<file path="config.mk">
export PLATFORM = sky130hd
export DESIGN_NAME = kf_key_fetch
export DESIGN_NICKNAME = d
export VERILOG_FILES = /design/src/rtl/kf_pkg.sv /design/src/rtl/kf_issue.sv /design/src/rtl/kf_pend_fifo.sv /design/src/rtl/kf_merge.sv /design/src/rtl/kf_key_fetch.sv
export SDC_FILE = /design/constraint.sdc
export NUM_CORES = 1
export LEC_CHECK = 0
export BUFFER_PORTS_ARGS = -buffer_cell sky130_fd_sc_hd__buf_4
export CORE_MARGIN = 4
export CORE_UTILIZATION = 65
export DETAILED_ROUTE_END_ITERATION = 10
export HOLD_SLACK_MARGIN = 0.12
export PLACE_DENSITY = 0.88
export SETUP_SLACK_MARGIN = 0.05
export SLEW_MARGIN = 20
export SYNTH_ARGS = -nofsm -noshare
export SYNTH_HDL_FRONTEND = slang
export SYNTH_SLANG_ARGS = --single-unit
</file>
<file path="constraint.sdc">
create_clock -name clk -period 16.2 [get_ports clk]
set_input_delay 1.62 -clock clk [delete_from_list [all_inputs] [get_ports clk]]
set_output_delay 1.62 -clock clk [all_outputs]
set_load 0.005 [all_outputs]
</file>
<file path="src/rtl/kf_pkg.sv">
package kf_pkg;
  parameter int KF_AW = 32;
  localparam int KF_WA = KF_AW - 3;

  typedef logic [2:0] lane_t;
  typedef logic [3:0] klen_t;

  typedef struct packed {
    logic [KF_AW-1:0] ptr;
    lane_t            lane;
    klen_t            len;
    logic             split;
  } pend_t;

  function automatic logic [63:0] keep_mask(klen_t n);
    logic [63:0] m;
    for (int b = 0; b < 8; b++) m[8*b +: 8] = (4'(b) < n) ? 8'hFF : 8'h00;
    return m;
  endfunction
endpackage

</file>
<file path="src/rtl/kf_issue.sv">
module kf_issue
  import kf_pkg::*;
#(
  parameter int CW = 16,
  parameter int SW = 16
) (
  input  logic             clk,
  input  logic             rst_n,
  input  logic             start,
  input  logic [KF_AW-1:0] cfg_base,
  input  logic [CW-1:0]    cfg_count,
  input  logic [SW-1:0]    cfg_tuple_bytes,
  input  logic [SW-1:0]    cfg_key_off,
  input  klen_t            cfg_key_len,
  input  logic             fifo_full,
  output logic             req_valid,
  input  logic             req_ready,
  output logic [KF_WA-1:0] req_word,
  output logic             push,
  output pend_t            push_ent,
  output logic             busy
);
  logic             active_q, active_d;
  logic [CW-1:0]    idx_q, idx_d, cnt_q, cnt_d;
  logic [KF_AW-1:0] ptr_q, ptr_d;
  logic [SW-1:0]    off_q, off_d, size_q, size_d;
  klen_t            len_q, len_d;
  logic             sec_q, sec_d;
  logic [KF_WA-1:0] secw_q, secw_d;

  logic [KF_AW-1:0] key_addr;
  lane_t            lane;
  logic [KF_WA-1:0] word;
  logic             straddle, last_beat;

  always_comb begin
    key_addr = ptr_q + KF_AW'(off_q);
    lane     = key_addr[2:0];
    word     = key_addr[KF_AW-1:3];
    straddle = (4'(lane) + len_q) > 4'd8;

    active_d = active_q; idx_d = idx_q; cnt_d = cnt_q; ptr_d = ptr_q;
    off_d = off_q; size_d = size_q; len_d = len_q;
    sec_d = sec_q; secw_d = secw_q;
    req_valid = 1'b0; req_word = word; push = 1'b0; last_beat = 1'b0;

    if (!active_q) begin
      if (start && cfg_count != '0) begin
        active_d = 1'b1; idx_d = '0; cnt_d = cfg_count; ptr_d = cfg_base;
        off_d = cfg_key_off; size_d = cfg_tuple_bytes; len_d = cfg_key_len;
      end
    end else if (sec_q) begin
      req_valid = 1'b1;
      req_word  = secw_q;
      if (req_ready) begin
        sec_d     = 1'b0;
        last_beat = 1'b1;
      end
    end else if (!fifo_full) begin
      req_valid = 1'b1;
      if (req_ready) begin
        push = 1'b1;
        if (straddle) begin
          sec_d  = 1'b1;
          secw_d = word + KF_WA'(1);
        end else begin
          last_beat = 1'b1;
        end
      end
    end

    if (last_beat) begin
      idx_d = idx_q + CW'(1);
      ptr_d = ptr_q + KF_AW'(size_q);
      if (idx_q == cnt_q - CW'(1)) active_d = 1'b0;
    end
  end

  always_ff @(posedge clk or negedge rst_n) begin
    if (!rst_n) begin
      active_q <= 1'b0; idx_q <= '0; cnt_q <= '0; ptr_q <= '0;
      off_q <= '0; size_q <= '0; len_q <= '0; sec_q <= 1'b0; secw_q <= '0;
    end else begin
      active_q <= active_d; idx_q <= idx_d; cnt_q <= cnt_d; ptr_q <= ptr_d;
      off_q <= off_d; size_q <= size_d; len_q <= len_d; sec_q <= sec_d; secw_q <= secw_d;
    end
  end

  assign push_ent = '{ptr: ptr_q, lane: lane, len: len_q, split: straddle};
  assign busy     = active_q;
endmodule

</file>
<file path="src/rtl/kf_pend_fifo.sv">
module kf_pend_fifo #(
  parameter int W     = 8,
  parameter int DEPTH = 8
) (
  input  logic         clk,
  input  logic         rst_n,
  input  logic         push,
  input  logic [W-1:0] din,
  input  logic         pop,
  output logic [W-1:0] dout,
  output logic         full
);
  localparam int PW = $clog2(DEPTH);

  logic [W-1:0] store [DEPTH];
  logic [PW-1:0] wp_q, rp_q;
  logic [PW:0]   cnt_q, cnt_d;

  always_comb begin
    cnt_d = cnt_q;
    if (push && !pop) cnt_d = cnt_q + 1'b1;
    else if (pop && !push) cnt_d = cnt_q - 1'b1;
  end

  always_ff @(posedge clk or negedge rst_n) begin
    if (!rst_n) begin
      wp_q <= '0; rp_q <= '0; cnt_q <= '0;
    end else begin
      if (push) wp_q <= (wp_q == PW'(DEPTH-1)) ? '0 : wp_q + 1'b1;
      if (pop)  rp_q <= (rp_q == PW'(DEPTH-1)) ? '0 : rp_q + 1'b1;
      cnt_q <= cnt_d;
    end
  end

  always_ff @(posedge clk) begin
    if (push) store[wp_q] <= din;
  end

  assign dout = store[rp_q];
  assign full = (cnt_q == (PW+1)'(DEPTH));
endmodule

</file>
<file path="src/rtl/kf_merge.sv">
module kf_merge
  import kf_pkg::*;
(
  input  logic             clk,
  input  logic             rst_n,
  input  logic             rsp_valid,
  input  logic [63:0]      rsp_data,
  input  pend_t            head,
  output logic             pop,
  output logic             key_valid,
  output logic [63:0]      key_data,
  output logic [KF_AW-1:0] key_ptr
);
  logic             phase_q, phase_d;
  logic [63:0]      hold_q, hold_d;
  logic             kv_q, kv_d;
  logic [63:0]      kd_q, kd_d;
  logic [KF_AW-1:0] kp_q, kp_d;
  logic [127:0]     pair, shifted;
  logic             first_half;

  always_comb begin
    pair       = head.split ? {rsp_data, hold_q} : {64'd0, rsp_data};
    shifted    = pair >> {head.lane, 3'b000};
    first_half = rsp_valid && head.split && !phase_q;
    pop        = rsp_valid && !first_half;

    phase_d = phase_q;
    if (first_half) phase_d = 1'b1;
    else if (pop)   phase_d = 1'b0;
    hold_d = first_half ? rsp_data : hold_q;
    kv_d   = pop;
    kd_d   = pop ? (shifted[63:0] & keep_mask(head.len)) : kd_q;
    kp_d   = pop ? head.ptr : kp_q;
  end

  always_ff @(posedge clk or negedge rst_n) begin
    if (!rst_n) begin
      phase_q <= 1'b0; hold_q <= '0; kv_q <= 1'b0; kd_q <= '0; kp_q <= '0;
    end else begin
      phase_q <= phase_d; hold_q <= hold_d; kv_q <= kv_d; kd_q <= kd_d; kp_q <= kp_d;
    end
  end

  assign key_valid = kv_q;
  assign key_data  = kd_q;
  assign key_ptr   = kp_q;
endmodule

</file>
<file path="src/rtl/kf_key_fetch.sv">
module kf_key_fetch
  import kf_pkg::*;
#(
  parameter int CW    = 16,
  parameter int SW    = 16,
  parameter int DEPTH = 8
) (
  input  logic             clk,
  input  logic             rst_n,
  input  logic             start,
  input  logic [KF_AW-1:0] cfg_base,
  input  logic [CW-1:0]    cfg_count,
  input  logic [SW-1:0]    cfg_tuple_bytes,
  input  logic [SW-1:0]    cfg_key_off,
  input  logic [3:0]       cfg_key_len,
  output logic             busy,
  output logic             mem_req_valid,
  input  logic             mem_req_ready,
  output logic [KF_WA-1:0] mem_req_addr,
  input  logic             mem_rsp_valid,
  input  logic [63:0]      mem_rsp_data,
  output logic             key_valid,
  output logic [63:0]      key_data,
  output logic [KF_AW-1:0] key_ptr
);
  localparam int PEW = $bits(pend_t);

  logic [1:0] rs_q;
  logic       rst_i;
  logic       fifo_push, fifo_pop, fifo_full;
  pend_t      push_ent, head;
  logic [PEW-1:0] head_bits;

  always_ff @(posedge clk or negedge rst_n) begin
    if (!rst_n) rs_q <= 2'b00;
    else        rs_q <= {rs_q[0], 1'b1};
  end
  assign rst_i = rs_q[1];

  kf_issue #(.CW(CW), .SW(SW)) u_issue (
    .clk(clk), .rst_n(rst_i), .start(start),
    .cfg_base(cfg_base), .cfg_count(cfg_count), .cfg_tuple_bytes(cfg_tuple_bytes),
    .cfg_key_off(cfg_key_off), .cfg_key_len(cfg_key_len),
    .fifo_full(fifo_full), .req_valid(mem_req_valid), .req_ready(mem_req_ready),
    .req_word(mem_req_addr), .push(fifo_push), .push_ent(push_ent), .busy(busy)
  );

  kf_pend_fifo #(.W(PEW), .DEPTH(DEPTH)) u_fifo (
    .clk(clk), .rst_n(rst_i), .push(fifo_push), .din(push_ent),
    .pop(fifo_pop), .dout(head_bits), .full(fifo_full)
  );
  assign head = pend_t'(head_bits);

  kf_merge u_merge (
    .clk(clk), .rst_n(rst_i), .rsp_valid(mem_rsp_valid), .rsp_data(mem_rsp_data),
    .head(head), .pop(fifo_pop), .key_valid(key_valid), .key_data(key_data),
    .key_ptr(key_ptr)
  );
endmodule

</file>
==> metrics <==
Pleak=14.6 nW; worst setup margin=10630 ps; synth unique cells=74; cell count after synthesis=2780; CTS tree=done; # hold bufs at CTS=0; Clk Tree Root Cell=clkbuf_16; Iteration-0 DRC Markers=3565; clock sinks=625; RSZ-0062 raised after global routing=false; Crit Path Max Fanout=11; most frequent cells in the layout=nand2_1 (550), edfxtp_1 (320), buf_4 (312); vias in the first global route=24900; core area=47600 sq um; Worst-Skew Late Latency=640 ps; f_max=180 MHz; pre-CTS setup slack=11340 ps; MaxCap Viol Count=0; Layout Utilization=0.756; grt met2 use=0.609; vias=25400; Synth-to-Final Area Change=15.4%; Crit Path Category=flip-flop to output pin; async set-reset flop share out of synthesis=0.488; Cell Rows=80; Setup-failing EPs final=0; first-pass GRT wire length=149 mm; Final Max Slew Viols=0; Resized Gates After CTS=0; total CTS buffers=61; post-synthesis sequential area ratio=0.553; Required @ worst endpoint=14580 ps; design area=36000 sq um; routed length per instance=27.1 um; status=finished clean; peak supply drop=0.155 mV; DRC Markers=0; Antenna Nets Post-Route=0; initial core utilization=0.655; NumNets Final=3177; grt peak-use layer=met2; share of cells above drive strength 1=0.205; Final min period=5570 ps; Min Hold Slack=323 ps; # diodes=0; final hold viol count=0; initial antenna violation count=2; Worst Setup End Kind=output pin; Layout Skew=25.8 ps; First-pass DRT Iterations=7; power density over the cells=228 nW/um^2; GR met3 Demand/Resource=0.0729; htree depth=2; I/O pin cnt=281; Ys Warns=0; period utilization=0.344; Slew HR=0.270; Synth Net Count=2982; largest net degree at the start of global routing=158; total gr overflow=0; r2r worst-path depth=8; CTS clk-pin slew, worst paths=60 ps; syn_area_per_cell=11.2 sq um; chip width=227 um; vias per inst=6.97; # Post-CTS Setup Buffers=0; Slew @ Worst Pin=1090 ps; Longest Clk Path Bufs=3; port bufs=280; setup tns final=0 ps; commonest non-fill, non-tap cell in the layout=nand2_1; crit path DAT=3950 ps; GRT Total Usage=0.379; Die ar.=51600 sq um; Post-DP Area=33800 sq um; met1 usage=0.498; min-delay worst type=flip-flop to asynchronous set/reset pin; Mapped Area=31200 sq um; RePlAce Congestion=1.04; WL final=98.7 mm; post-DP HPWL=63.1 mm; crit start category=flip-flop; top_reg_cell synth=edfxtp_1; Post-synth EDFFs=320; Synth Register Bits=625; DIE HEIGHT=227 um
[cell type report]
type / count / area [sq um]
Tap cell: 615 / 769
Clock buffer: 86 / 1810
Timing Repair Buffer: 316 / 2420
Sequential cell: 625 / 17300
Inverter: 23 / 86.3
Fill cell: 2921 / 11600
Clock inverter: 29 / 332
Multi-Input combinational cell: 1948 / 13300
[metal layers]
metal	part of all wire	vias to the layer above
li1	-	10700
met1	0.36	12300
met2	0.47	1911
met3	0.11	414
met4	0.064	4
met5	0.00026	-
[stage by stage]
step	total power, mW	instances
6_report	8.19	3642
5_1_grt	8.56	3642
4_1_cts	8.05	3640
3_5_place_dp	6.48	3525
3_3_place_gp	6.33	3525
2_1_floorplan	5.12	2780
[worst max-delay path, stage by stage (launching register included)]
cell,delay (ps)
dfrtp_1,510
ha_1,300
fa_1,440
a211oi_2,310
o21ai_1,170
nand3_1,210
and3_1,410
nor3_1,120
xor2_1,360
inv_1,140
o21ai_0,180
buf_4,140
[report_power, final]
| part | switching (mW) | internal, mW |
|---|---|---|
| Sequential | 0.439 | 2.18 |
| Clock | 0.637 | 0.874 |
| Combinational | 2.49 | 1.57 |
| Total | 3.57 | 4.62 |
[state kept, by name (all words and copies together) (netlist names), 16 cells and up]
name and cells:
u_merge.hold_q 64, u_merge.key_ptr 32, u_issue.secw_q 29, u_issue.off_q 16
u_issue.ptr_q 32, u_fifo.store 320, u_issue.idx_q 16, u_issue.size_q 16
u_issue.cnt_q 16, u_merge.key_data 64
[cells by family after synthesis]
| logic type | Yosys count | share of synthesized area |
|---|---|---|
| compound gates | 658 | 0.137 |
| buf+inv | 207 | 0.0250 |
| mux | 223 | 0.107 |
| simple gates | 936 | 0.135 |
| other cells | 1 | 0.000120 |
| fa+ha+maj | 49 | 0.0206 |
| xor+xnor | 81 | 0.0227 |
| flops | 625 | 0.553 |
[synth_stat cells, drive strengths merged (6+ instances only)]
cell type | n | area (sq um)
nand2 | 553 | 2080
edfxtp | 320 | 9610
dfrtp | 305 | 7630
clkbuf | 157 | 589
a21oi | 144 | 721
o21ai | 136 | 684
nor2 | 105 | 394
a211oi | 99 | 748
mux4 | 81 | 1820
mux2 | 75 | 845
a31oi | 74 | 463
and2 | 68 | 425
mux2i | 67 | 671
xnor2 | 47 | 412
ha | 45 | 563
a22o | 40 | 350
and3 | 40 | 250
xor2 | 34 | 298
nand3 | 33 | 165
nor3 | 33 | 170
buf | 27 | 104
a22oi | 26 | 195
o22ai | 26 | 163
a21o | 23 | 173
inv | 23 | 86.3
nor4 | 19 | 134
nand4 | 18 | 113
o211ai | 14 | 105
or2 | 14 | 87.6
o31ai | 13 | 97.6
nand2b | 10 | 62.6
o311ai | 10 | 87.6
a221o | 9 | 90.1
a32o | 9 | 90.1
nor2b | 8 | 50.1
or3 | 7 | 48.8
and4 | 6 | 52.6
nand3b | 6 | 45.0
nor3b | 6 | 45.0
[worst paths after layout]
| kind | startpoint | to | slack (ps) |
|---|---|---|---|
| max | u_issue.ptr_q[0]$_DFFE_PN0P_ | mem_req_addr[19] | 10630 |
| min | rs_q[1]$_DFF_PN0_ | u_merge.key_data[35]$_DFFE_PN0P_ | 320 |
| max reg2reg | u_fifo.rp_q[2]$_DFFE_PN0P_ | u_merge.key_data[19]$_DFFE_PN0P_ | 11360 |
| min reg2reg | rs_q[1]$_DFF_PN0_ | u_merge.key_data[35]$_DFFE_PN0P_ | 320 |
| max in group asynchronous | rs_q[1]$_DFF_PN0_ | u_issue.size_q[5]$_DFFE_PN0P_ | 14510 |
| min in group clk | rs_q[0]$_DFF_PN0_ | rs_q[1]$_DFF_PN0_ | 360 |
(Power assumes the default switching activity.)
